<file path="src/rtl/scanTapPkg.sv">
package scanTapPkg;

  localparam int IR_W = 3;
  localparam int CELL_BITS = 3;

  localparam logic [IR_W-1:0] OP_EXTEST  = 3'b000;
  localparam logic [IR_W-1:0] OP_SAMPLE  = 3'b010;
  localparam logic [IR_W-1:0] OP_BYPASS  = 3'b111;
  localparam logic [IR_W-1:0] IR_CAPTURE = 3'b001;

  typedef enum logic [3:0] {
    stReset, stIdle,
    stSelDr, stCapDr, stShfDr, stEx1Dr, stPauDr, stEx2Dr, stUpdDr,
    stSelIr, stCapIr, stShfIr, stEx1Ir, stPauIr, stEx2Ir, stUpdIr
  } tapState_e;

  typedef struct packed {
    logic inReset;
    logic capIr;
    logic shfIr;
    logic updIr;
    logic capDr;
    logic shfDr;
    logic updDr;
  } tapStrobe_t;

endpackage

</file>
<file path="src/rtl/scanTapCtrl.sv">
module scanTapCtrl
  import scanTapPkg::*;
(
  input  logic       tck,
  input  logic       porRst,
  input  logic       tms,
  output tapState_e  stateQ,
  output tapStrobe_t strobe
);

  tapState_e stateNext;

  always_comb begin
    stateNext = stateQ;
    unique case (stateQ)
      stReset: stateNext = tms ? stReset : stIdle;
      stIdle:  stateNext = tms ? stSelDr : stIdle;
      stSelDr: stateNext = tms ? stSelIr : stCapDr;
      stCapDr: stateNext = tms ? stEx1Dr : stShfDr;
      stShfDr: stateNext = tms ? stEx1Dr : stShfDr;
      stEx1Dr: stateNext = tms ? stUpdDr : stPauDr;
      stPauDr: stateNext = tms ? stEx2Dr : stPauDr;
      stEx2Dr: stateNext = tms ? stUpdDr : stShfDr;
      stUpdDr: stateNext = tms ? stSelDr : stIdle;
      stSelIr: stateNext = tms ? stReset : stCapIr;
      stCapIr: stateNext = tms ? stEx1Ir : stShfIr;
      stShfIr: stateNext = tms ? stEx1Ir : stShfIr;
      stEx1Ir: stateNext = tms ? stUpdIr : stPauIr;
      stPauIr: stateNext = tms ? stEx2Ir : stPauIr;
      stEx2Ir: stateNext = tms ? stUpdIr : stShfIr;
      stUpdIr: stateNext = tms ? stSelDr : stIdle;
      default: stateNext = stReset;
    endcase
  end

  always_ff @(posedge tck) begin
    if (porRst) stateQ <= stReset;
    else        stateQ <= stateNext;
  end

  always_comb begin
    strobe         = '0;
    strobe.inReset = (stateQ == stReset);
    strobe.capIr   = (stateQ == stCapIr);
    strobe.shfIr   = (stateQ == stShfIr);
    strobe.updIr   = (stateQ == stUpdIr);
    strobe.capDr   = (stateQ == stCapDr);
    strobe.shfDr   = (stateQ == stShfDr);
    strobe.updDr   = (stateQ == stUpdDr);
  end

endmodule

</file>
<file path="src/rtl/scanTapPath.sv">
module scanTapPath
  import scanTapPkg::*;
#(
  parameter int NUM_CELLS = 3
) (
  input  logic                 tck,
  input  logic                 porRst,
  input  logic                 tdi,
  input  tapStrobe_t           strobe,
  input  logic                 globalHiZ,
  input  logic [NUM_CELLS-1:0] coreOut,
  input  logic [NUM_CELLS-1:0] coreOe,
  input  logic [NUM_CELLS-1:0] pinIn,
  output logic [NUM_CELLS-1:0] pinOut,
  output logic [NUM_CELLS-1:0] pinOe,
  output logic                 tdo,
  output logic                 tdoEn,
  output logic [IR_W-1:0]      irQ,
  output logic [NUM_CELLS*CELL_BITS-1:0] bsUpd
);

  localparam int BS_LEN = NUM_CELLS * CELL_BITS;

  logic [IR_W-1:0]   irShift;
  logic              bypassQ;
  logic [BS_LEN-1:0] bsShift;
  logic [BS_LEN-1:0] bsCapture;
  logic              selBoundary;
  logic              extestOn;
  logic              tdoNext;

  assign extestOn    = (irQ == OP_EXTEST);
  assign selBoundary = extestOn || (irQ == OP_SAMPLE);

  // Instruction shift stage, rising edge
  always_ff @(posedge tck) begin
    if (porRst)            irShift <= IR_CAPTURE;
    else if (strobe.capIr) irShift <= IR_CAPTURE;
    else if (strobe.shfIr) irShift <= {tdi, irShift[IR_W-1:1]};
  end

  // Active instruction, falling edge
  always_ff @(negedge tck) begin
    if (porRst || strobe.inReset) irQ <= OP_BYPASS;
    else if (strobe.updIr)        irQ <= irShift;
  end

  // Single-bit bypass path
  always_ff @(posedge tck) begin
    if (porRst)            bypassQ <= 1'b0;
    else if (strobe.capDr) bypassQ <= 1'b0;
    else if (strobe.shfDr) bypassQ <= tdi;
  end

  // Per-cell capture fields and pin multiplexers
  for (genvar c = 0; c < NUM_CELLS; c++) begin : gCell
    localparam int BASE = c * CELL_BITS;
    assign bsCapture[BASE]     = pinIn[c];
    assign bsCapture[BASE + 1] = coreOut[c];
    assign bsCapture[BASE + 2] = coreOe[c];

    always_comb begin
      if (extestOn) begin
        pinOut[c] = bsUpd[BASE + 1];
        pinOe[c]  = bsUpd[BASE + 2];
      end else begin
        pinOut[c] = coreOut[c];
        pinOe[c]  = coreOe[c] & ~globalHiZ;
      end
    end
  end

  // Boundary shift stage, rising edge
  always_ff @(posedge tck) begin
    if (porRst) begin
      bsShift <= '0;
    end else if (selBoundary) begin
      if (strobe.capDr)      bsShift <= bsCapture;
      else if (strobe.shfDr) bsShift <= {tdi, bsShift[BS_LEN-1:1]};
    end
  end

  // Boundary update stage, falling edge
  always_ff @(negedge tck) begin
    if (porRst)                           bsUpd <= '0;
    else if (strobe.updDr && selBoundary) bsUpd <= bsShift;
  end

  // Serial output selection
  always_comb begin
    if (strobe.shfIr)     tdoNext = irShift[0];
    else if (selBoundary) tdoNext = bsShift[0];
    else                  tdoNext = bypassQ;
  end

  always_ff @(negedge tck) begin
    if (porRst) begin
      tdo   <= 1'b0;
      tdoEn <= 1'b0;
    end else begin
      tdoEn <= strobe.shfIr | strobe.shfDr;
      if (strobe.shfIr | strobe.shfDr) tdo <= tdoNext;
    end
  end

endmodule

</file>
<file path="src/rtl/scanTapTop.sv">
module scanTapTop
  import scanTapPkg::*;
#(
  parameter int NUM_CELLS = 3
) (
  input  logic                 tck,
  input  logic                 porRst,
  input  logic                 tms,
  input  logic                 tdi,
  output logic                 tdo,
  output logic                 tdoEn,
  input  logic                 globalHiZ,
  input  logic [NUM_CELLS-1:0] coreOut,
  input  logic [NUM_CELLS-1:0] coreOe,
  input  logic [NUM_CELLS-1:0] pinIn,
  output logic [NUM_CELLS-1:0] pinOut,
  output logic [NUM_CELLS-1:0] pinOe
);

  tapState_e  stateQ;
  tapStrobe_t strobe;
  logic [IR_W-1:0] irQ;
  logic [NUM_CELLS*CELL_BITS-1:0] bsUpd;

  scanTapCtrl uCtrl (
    .tck    (tck),
    .porRst (porRst),
    .tms    (tms),
    .stateQ (stateQ),
    .strobe (strobe)
  );

  scanTapPath #(.NUM_CELLS(NUM_CELLS)) uPath (
    .tck       (tck),
    .porRst    (porRst),
    .tdi       (tdi),
    .strobe    (strobe),
    .globalHiZ (globalHiZ),
    .coreOut   (coreOut),
    .coreOe    (coreOe),
    .pinIn     (pinIn),
    .pinOut    (pinOut),
    .pinOe     (pinOe),
    .tdo       (tdo),
    .tdoEn     (tdoEn),
    .irQ       (irQ),
    .bsUpd     (bsUpd)
  );

endmodule

</file>
<file path="config.mk">
export PLATFORM = sky130hd
export DESIGN_NAME = scanTapTop
export DESIGN_NICKNAME = d
export VERILOG_FILES = /design/src/rtl/scanTapPkg.sv /design/src/rtl/scanTapCtrl.sv /design/src/rtl/scanTapPath.sv /design/src/rtl/scanTapTop.sv
export SDC_FILE = /design/constraint.sdc
export NUM_CORES = 1
export LEC_CHECK = 0
export BUFFER_PORTS_ARGS = -buffer_cell sky130_fd_sc_hd__buf_2
export CAP_MARGIN = 20
export CORE_MARGIN = 2
export CORE_UTILIZATION = 50
export DETAILED_ROUTE_END_ITERATION = 6
export PLACE_DENSITY = 0.74
export SETUP_SLACK_MARGIN = 0.02
export SLEW_MARGIN = 20
export SYNTH_ARGS = -nofsm -noshare
export SYNTH_HDL_FRONTEND = slang
export SYNTH_SLANG_ARGS = --single-unit
</file>
<file path="constraint.sdc">
create_clock -name tck -period 2.1 [get_ports tck]
set_clock_uncertainty 0.15 [all_clocks]
set_input_delay 0.315 -clock tck [delete_from_list [all_inputs] [get_ports tck]]
set_output_delay 0.315 -clock tck [all_outputs]
set_load 0.01 [all_outputs]
</file>
==> flow_summary_export.csv, run 1 <==
group,metric,value,unit
outcome,status,"complete, but fails checks",
outcome,violations,"negative setup slack",
sta,finalHoldViolCount,0,
setup_path,critPathKind,"register to output port",
setup_path,worstSetupStartpoint,"uPath.irQ[2]$_SDFFE_NP1P_",
placement,gp_congestion,0.834,
sta,finalSetupTns,-12.57,ns
route,wl_per_cell,16.0,µm
setup_path,worstPathArrival,2.62,ns
clock_network,clock-root-buffer,"clkbuf_4",
pwr,total_power,1.05,mW
clock_network,clk_latency,0.41,ns
pwr,power.density,516,mW/mm²
synthesis,synth_cell_types,34,
synthesis,synthFlopType,"dfxtp_1",
global_route,grt_pass1_wl,6.47,mm
global_route,overflow,0,
setup_path,reg2reg_slack,-0.53,ns
setup_path,cp-end-kind,"output port",
setup_path,startpoint_type,"register",
synthesis,ys_ff_latch,28,
setup_path,r2r-end,"uPath.bsShift[0]$_SDFFE_PP0P_",
global_route,grt_usage,25.4,%
cells_and_area,area_delta_synth_final,42.9,%
route,wirelength,3.96,mm
placement,detailed_place_hpwl,2.64,mm
clock_network,clkSlewWorstSetupHoldPaths,0.16,ns
sta,worst_pin_slew,0.460,ns
cells_and_area,regArea,576,µm²
cells_and_area,fin_nets,231,
clock_network,cts_buffers,3,
setup_path,required,1.63,ns
synthesis,synth.top_cell.area_share,39.5,%
clock_network,cts_tree,"built",
setup_path,setup.worst_path.end,"pinOut[1]",
synthesis,synth_cells,161,
pwr,vdd_drop_max,0.404,mV
global_route,grt_pass1_vias,1419,
pwr,p_int,0.719,mW
run,maxCapViolCount,0,
route,dr.first_iter.drc_count,40,
synthesis,yosysMostFrequentCell,"dfxtp_1",
global_route,antenna_found_initial,0,
setup_path,cpMostUsedCell,"buf_6",
sta,hold_ws,0.121,ns
route,drtPass1Iterations,4,
synthesis,yosys_warnings,0,
setup_path,slowest_stage,"dfxtp_2",
route,dr_total_vias,1436,
route,drcViolationCount,0,
synthesis,syn_area,0.00142,mm²
clock_network,ctsHtreeMaxLevel,1,
die,rows,19,
synthesis,avgSynthCellArea,8.81,µm²
route,vias_per_cell,5.81,
cells_and_area,drive_gt1_share,43.5,%
synthesis,async_flop_share,0,%
die,core_area,0.00273,mm²
synthesis,post-synth-top-area-cell,"dfxtp_1",
pwr,p_seq_share,52.2,%
die,die_width,57.3,µm
pwr,pwr-share-clk,32.5,%
die,floorplan.initialDensity,51.9,%
cells_and_area,diodes,0,
setup_path,timing.rr.start,"uPath.irQ[0]$_SDFFE_NP1P_",
placement,io_buffers,21,
synthesis,postSynthNetCount,175,
pwr,netSwitchingFraction,31.2,%
die,dieHeight,57.3,µm
synthesis,synthTopCellsByArea,"dfxtp_1 40%, mux2i_1 13%, a211oi_1 6.3%, nor2_1 5.3%, mux2_2 3.2%",
setup_path,max_stage_delay,0.34,ns
hold_path,hold_class,"primary input to register",
sta,maxSlewViolCount,0,
pwr,switchingPower,0.326,mW
setup_path,crit_chain,"nor3_4 > buf_6 > mux2_4 > buf_6",
setup_path,rr_worst_depth,5,
route,ant_nets,0,
sta,rsz0062_at_grt,"true",
global_route,grt_max_degree,17,
sta,relSlewSlack,68.6,%
sta,setup_viol,28,
cells_and_area,multi_input_area,902,µm²
setup_path,cp_max_fo,2,
placement,place_ws,-0.554,ns
die,ios,22,
synthesis,synth_edf_count,0,
die,dieArea,0.00328,mm²
clock_network,cts_num_sinks,28,
synthesis,synth_common_cells,"28 x dfxtp_1, 20 x nor2_1, 19 x mux2i_1",
synthesis,synth-seq-area-share,39.5,%
cells_and_area,fillerInstances,187,
pwr,p_comb_share,15.2,%
clock_network,cts_buffer_depth,2,
pwr,p_leak,0.877,nW
sta,setup_slack,-0.983,ns
[cells in the final DEF, fill, tap and decap left out, types with 4 or more instances in the layout]
cell type	netlist	final
nand2b_1	7	7
dfxtp_2	0	6
inv_1	3	13
a21oi_1	7	6
nor2_1	20	16
buf_4	1	22
nor2_2	1	5
buf_2	1	18
o21ai_0	8	5
nand4_1	4	4
buf_6	2	14
a211oi_2	1	4
dfxtp_1	28	20
nand2_1	10	8
a211oi_1	12	9
mux2i_1	19	19
[flip-flops by register name, indices dropped and copies added, names as in the netlist]
signal and cells:
uPath.irQ 3, uPath.tdoEn 1, uCtrl.stateQ 4, uPath.bsUpd 6, uPath.tdo 1, uPath.irShift 3, uPath.bypassQ 1, uPath.bsShift 9
[cell families after synthesis]
kind of cell           synth area share, %
multiplexers                          16.6
flip-flops                            39.5
AND/OR/NAND/NOR                       19.9
buffers and inverters                 5.91
AO/OA/AOI/OAI                         18.1
[how the worst min path moves through the flow]
stage | from | end | slack [ns] | depth (start not counted)
2_1_floorplan | uPath.irShift[1]$_SDFFE_PP0P_ | uPath.irShift[1]$_SDFFE_PP0P_ | 0.29 | 2
3_3_place_gp | uPath.irShift[2]$_SDFFE_PP0P_ | uPath.irShift[2]$_SDFFE_PP0P_ | 0.32 | 2
3_5_place_dp | uPath.irShift[2]$_SDFFE_PP0P_ | uPath.irShift[2]$_SDFFE_PP0P_ | 0.33 | 2
4_1_cts | tdi | uPath.irShift[2]$_SDFFE_PP0P_ | 0.08 | 3
5_1_grt | tdi | uPath.irShift[2]$_SDFFE_PP0P_ | 0.11 | 3
6_report | tms | uCtrl.stateQ[0]$_SDFF_PP0_ | 0.12 | 2
[critical path, delay by kind of cell (launching register included)]
kind | cells | cell delay, ns
flops | 1 | 0.34
mux | 1 | 0.30
buf+inv | 2 | 0.27
simple gates | 1 | 0.24
[power groups by stage]
stage,clock (mW),sequential [mW],combinational (mW)
final,0.340,0.546,0.159
after global routing,0.378,0.546,0.171
after CTS,0.334,0.546,0.150
after detailed placement,0.0351,0.556,0.137
after global placement,0.0351,0.556,0.133
after floorplan,0.0351,0.552,0.0943
[cell type report]
class | instances | share of cell area, %
inverter | 2 | 0.370
tap | 31 | 1.91
clock inverter | 12 | 2.35
timing repair buffer | 55 | 21.4
sequential | 28 | 28.4
clock buffer | 3 | 1.11
multi-input combinational | 116 | 44.5
[metrics by stage]
step                      cells  cell area [µm²]  utilization (%)
after detailed placement    224             1780             64.9
after global routing        247             2030             74.1
after CTS                   247             1970             71.9
after global placement      224             1780             64.9
final                       247             2030             74.1
after floorplan             161             1550                -
[metal layers]
metal	up-vias	track usage, %	share of wire (%)
met1	671	32.7	42
met4	0	10.3	3.0
li1	689	-	-
met3	14	3.17	5.1
met5	-	0	0
met2	62	43.2	50
[timing repair]
| item | in CTS | in global routing |
|---|---|---|
| pin swaps | 14 | 9 |
| setup buffers | 9 | 1 |
| cloned | 1 | 0 |
| resized for setup | 20 | 19 |
| setup endpoints to repair | 28 | 28 |
| hold buffers | 0 | 0 |
| endpoints found under the hold margin | 0 | 0 |
Power figures use the tool's default switching activity.
==> run 2: changes to the inputs <==
--- a/config.mk
+++ b/config.mk
@@ -5,6 +5,7 @@
 export SDC_FILE = /design/constraint.sdc
 export NUM_CORES = 1
 export LEC_CHECK = 0
+export ABC_AREA = 1
 export BUFFER_PORTS_ARGS = -buffer_cell sky130_fd_sc_hd__buf_2
 export CAP_MARGIN = 20
 export CORE_MARGIN = 2
==> run 2 against run 1 <==
  * The flow finishes with violations (design-rule violations, negative setup slack)
  * Clock power increased by 28%
  * Combinational power increased by 33%
  * Utilization increased by 19 points
  * Wire length increased by 86%
  * Final cell count increased by 38%
  * Largest power group unchanged
  * Sequential power decreased by 1%
==> flow_summary_export.csv, run 2 <==
group,metric,value,unit
outcome,status,"complete, but fails checks",
outcome,violations,"design-rule violations, negative setup slack",
cells_and_area,area_delta_synth_final,78.3,%
setup_path,crit_buf_inv,2,
synthesis,synth_common_cells,"70 x nand2_1, 28 x dfxtp_1, 25 x inv_1",
placement,io_buffers,21,
global_route,grt_usage,36.6,%
route,dr.first_iter.drc_count,318,
clock_network,clock-root-buffer,"clkbuf_4",
setup_path,path_delay_family,"flip-flops",
clock_network,clk_latency,0.43,ns
pwr,p_int,0.798,mW
sta,relSlewSlack,71.2,%
route,vias_per_cell,6.33,
setup_path,max_stage_delay,0.34,ns
setup_path,worstPathArrival,2.47,ns
setup_path,critPathKind,"register to output port",
clock_network,clkSlewWorstSetupHoldPaths,0.17,ns
die,core_area,0.00276,mm²
cells_and_area,mostFrequentLayoutCells,"56 x nand2_1, 36 x buf_4, 28 x inv_1",
clock_network,cts_num_sinks,28,
clock_network,cts_buffer_depth,2,
setup_path,crit_chain,"nor2_4 > nand2_4 > buf_6 > o21ai_4 > buf_6",
sta,finalHoldViolCount,0,
setup_path,cp_max_fo,6,
synthesis,synthTopCellsByArea,"dfxtp_1 39%, nand2_1 18%, o21ai_0 8.3%, a21oi_1 8.0%, nand3_1 7.6%",
synthesis,async_flop_share,0,%
sta,setup_viol,28,
die,floorplan.initialDensity,52.2,%
placement,gp_congestion,0.884,
synthesis,synth_edf_count,0,
cells_and_area,max_flop_register,"uPath.bsShift",
clock_network,cts_buffers,3,
clock_network,cts_tree,"built",
pwr,p_seq_share,45.5,%
pwr,p_leak,1.23,nW
cells_and_area,drive_gt1_share,50.0,%
route,ant_nets,0,
cells_and_area,diodes,0,
die,dieHeight,57.7,µm
cells_and_area,fin_cells,341,
synthesis,avgSynthCellArea,6.26,µm²
sta,rsz0062_at_grt,"true",
cells_and_area,layout_commonest_cell,"nand2_1",
global_route,grt_max_degree,17,
clock_network,ctsHtreeMaxLevel,1,
route,drtPass1Iterations,7,
setup_path,slowest_stage,"dfxtp_2",
global_route,antenna_found_initial,0,
placement,dp_cells,313,
die,dieArea,0.00333,mm²
setup_path,startpoint_type,"register",
pwr,pwr-share-clk,36.6,%
synthesis,ys_ff_latch,28,
sta,setup_slack,-0.836,ns
synthesis,postSynthNetCount,244,
synthesis,syn_area,0.00144,mm²
synthesis,yosys_warnings,0,
run,maxCapViolCount,0,
placement,detailed_place_hpwl,3.05,mm
route,drcViolationCount,8,
synthesis,synthFlopType,"dfxtp_1",
setup_path,cpMostUsedCell,"buf_6",
synthesis,yosysMostFrequentCell,"nand2_1",
sta,hold_ws,0.0600,ns
global_route,grt_pass1_wl,9.21,mm
synthesis,synth_cell_types,14,
sta,finalSetupTns,-9.30,ns
pwr,vdd_drop_max,0.865,mV
route,wl_per_cell,21.6,µm
pwr,netSwitchingFraction,32.7,%
route,dr_total_vias,2160,
global_route,overflow,0,
global_route,grt_pass1_vias,1868,
die,rows,19,
die,ios,22,
route,wirelength,7.36,mm
die,die_width,57.7,µm
cells_and_area,largest_register_ffs,9,
sta,worst_pin_slew,0.431,ns
setup_path,cp-end-kind,"output port",
setup_path,required,1.63,ns
pwr,p_comb_share,17.8,%
synthesis,post-synth-top-area-cell,"dfxtp_1",
synthesis,synth-seq-area-share,38.9,%
pwr,power.density,462,mW/mm²
placement,place_ws,-0.388,ns
sta,maxSlewViolCount,0,
cells_and_area,post-route-util,93.1,%
synthesis,synth.top_cell.area_share,38.9,%
pwr,switchingPower,0.388,mW
cells_and_area,reg_top3,"uPath.bsShift (9), uPath.bsUpd (6), uCtrl.stateQ (4)",
cells_and_area,fin_nets,325,
hold_path,hold_class,"primary input to register",
synthesis,synth_cells,230,
==> run 2: stage by stage <==
stage	total power, mW	cell area [µm²]
detailed placement	0.730	2030
global placement	0.727	2030
finish	1.19	2570
CTS	1.11	2440
floorplan	0.663	1650
global route	1.22	2570
==> run 2: timing repair <==
action                                  4_1_cts  5_1_grt
cloned                                        0        1
hold endpoints to repair                      0        0
gates resized for setup                      76       25
hold buffers                                  0        0
pin swaps                                    20        3
setup buffers                                13        3
endpoints found under the setup margin       28       29
==> run 2: final cells by class <==
class / count / area (µm²)
multi-input cells: 170 / 1140
inverters: 24 / 103
repair buffers: 73 / 617
well taps: 31 / 38.8
clock buffers: 4 / 47.5
clock inverters: 11 / 41.3
fillers: 101 / 190
flip-flops and latches: 28 / 581
==> run 2: worst register-to-register path, cell delays in order, from the launching register on <==
cell     delay [ns]
dfxtp_4        0.40
inv_4          0.09
nand2_4        0.07
buf_12         0.13
nor2_4         0.12
nor2_2         0.07
nand2_1        0.08
nand3_1        0.10
nand2_1        0.10
inv_1          0.04
==> run 2: cells by family after synthesis <==
group	Yosys count	share of synthesized area, %
flops	28	38.9
compound gates	49	17.4
simple gates	120	34.0
buf+inv	33	9.73
==> run 2: power groups by stage <==
stage          sequential, mW  clock, mW  combinational, mW
3_5_place_dp            0.551     0.0351              0.144
5_1_grt                 0.540      0.461              0.218
3_3_place_gp            0.550     0.0351              0.142
2_1_floorplan           0.553     0.0351             0.0746
4_1_cts                 0.540      0.400              0.167
6_report                0.540      0.434              0.212
==> run 2: path summary, 6_finish.rpt <==
kind,start,end,slack [ns],cells past startpoint
worst max-delay path,uPath.irQ[2]$_SDFFE_NP1P_,pinOut[0],-0.84,5
worst min-delay path,tdi,uPath.irShift[2]$_SDFFE_PP0P_,0.06,3
worst max register to register,uCtrl.stateQ[2]$_SDFF_PP0_,uPath.tdo$_SDFFE_NP0P_,-0.34,9
worst min register to register,uPath.bsShift[0]$_SDFFE_PP0P_,uPath.bsShift[0]$_SDFFE_PP0P_,0.39,2
==> run 2: routing by layer <==
metal	up-vias	share of wire [%]	wire, µm	global-route usage [%]
met5	-	0	0	0
li1	908	-	-	-
met4	0	5.3	391	16.9
met1	1001	36	2620	47.8
met2	196	48	3550	59.9
met3	55	11	792	5.36
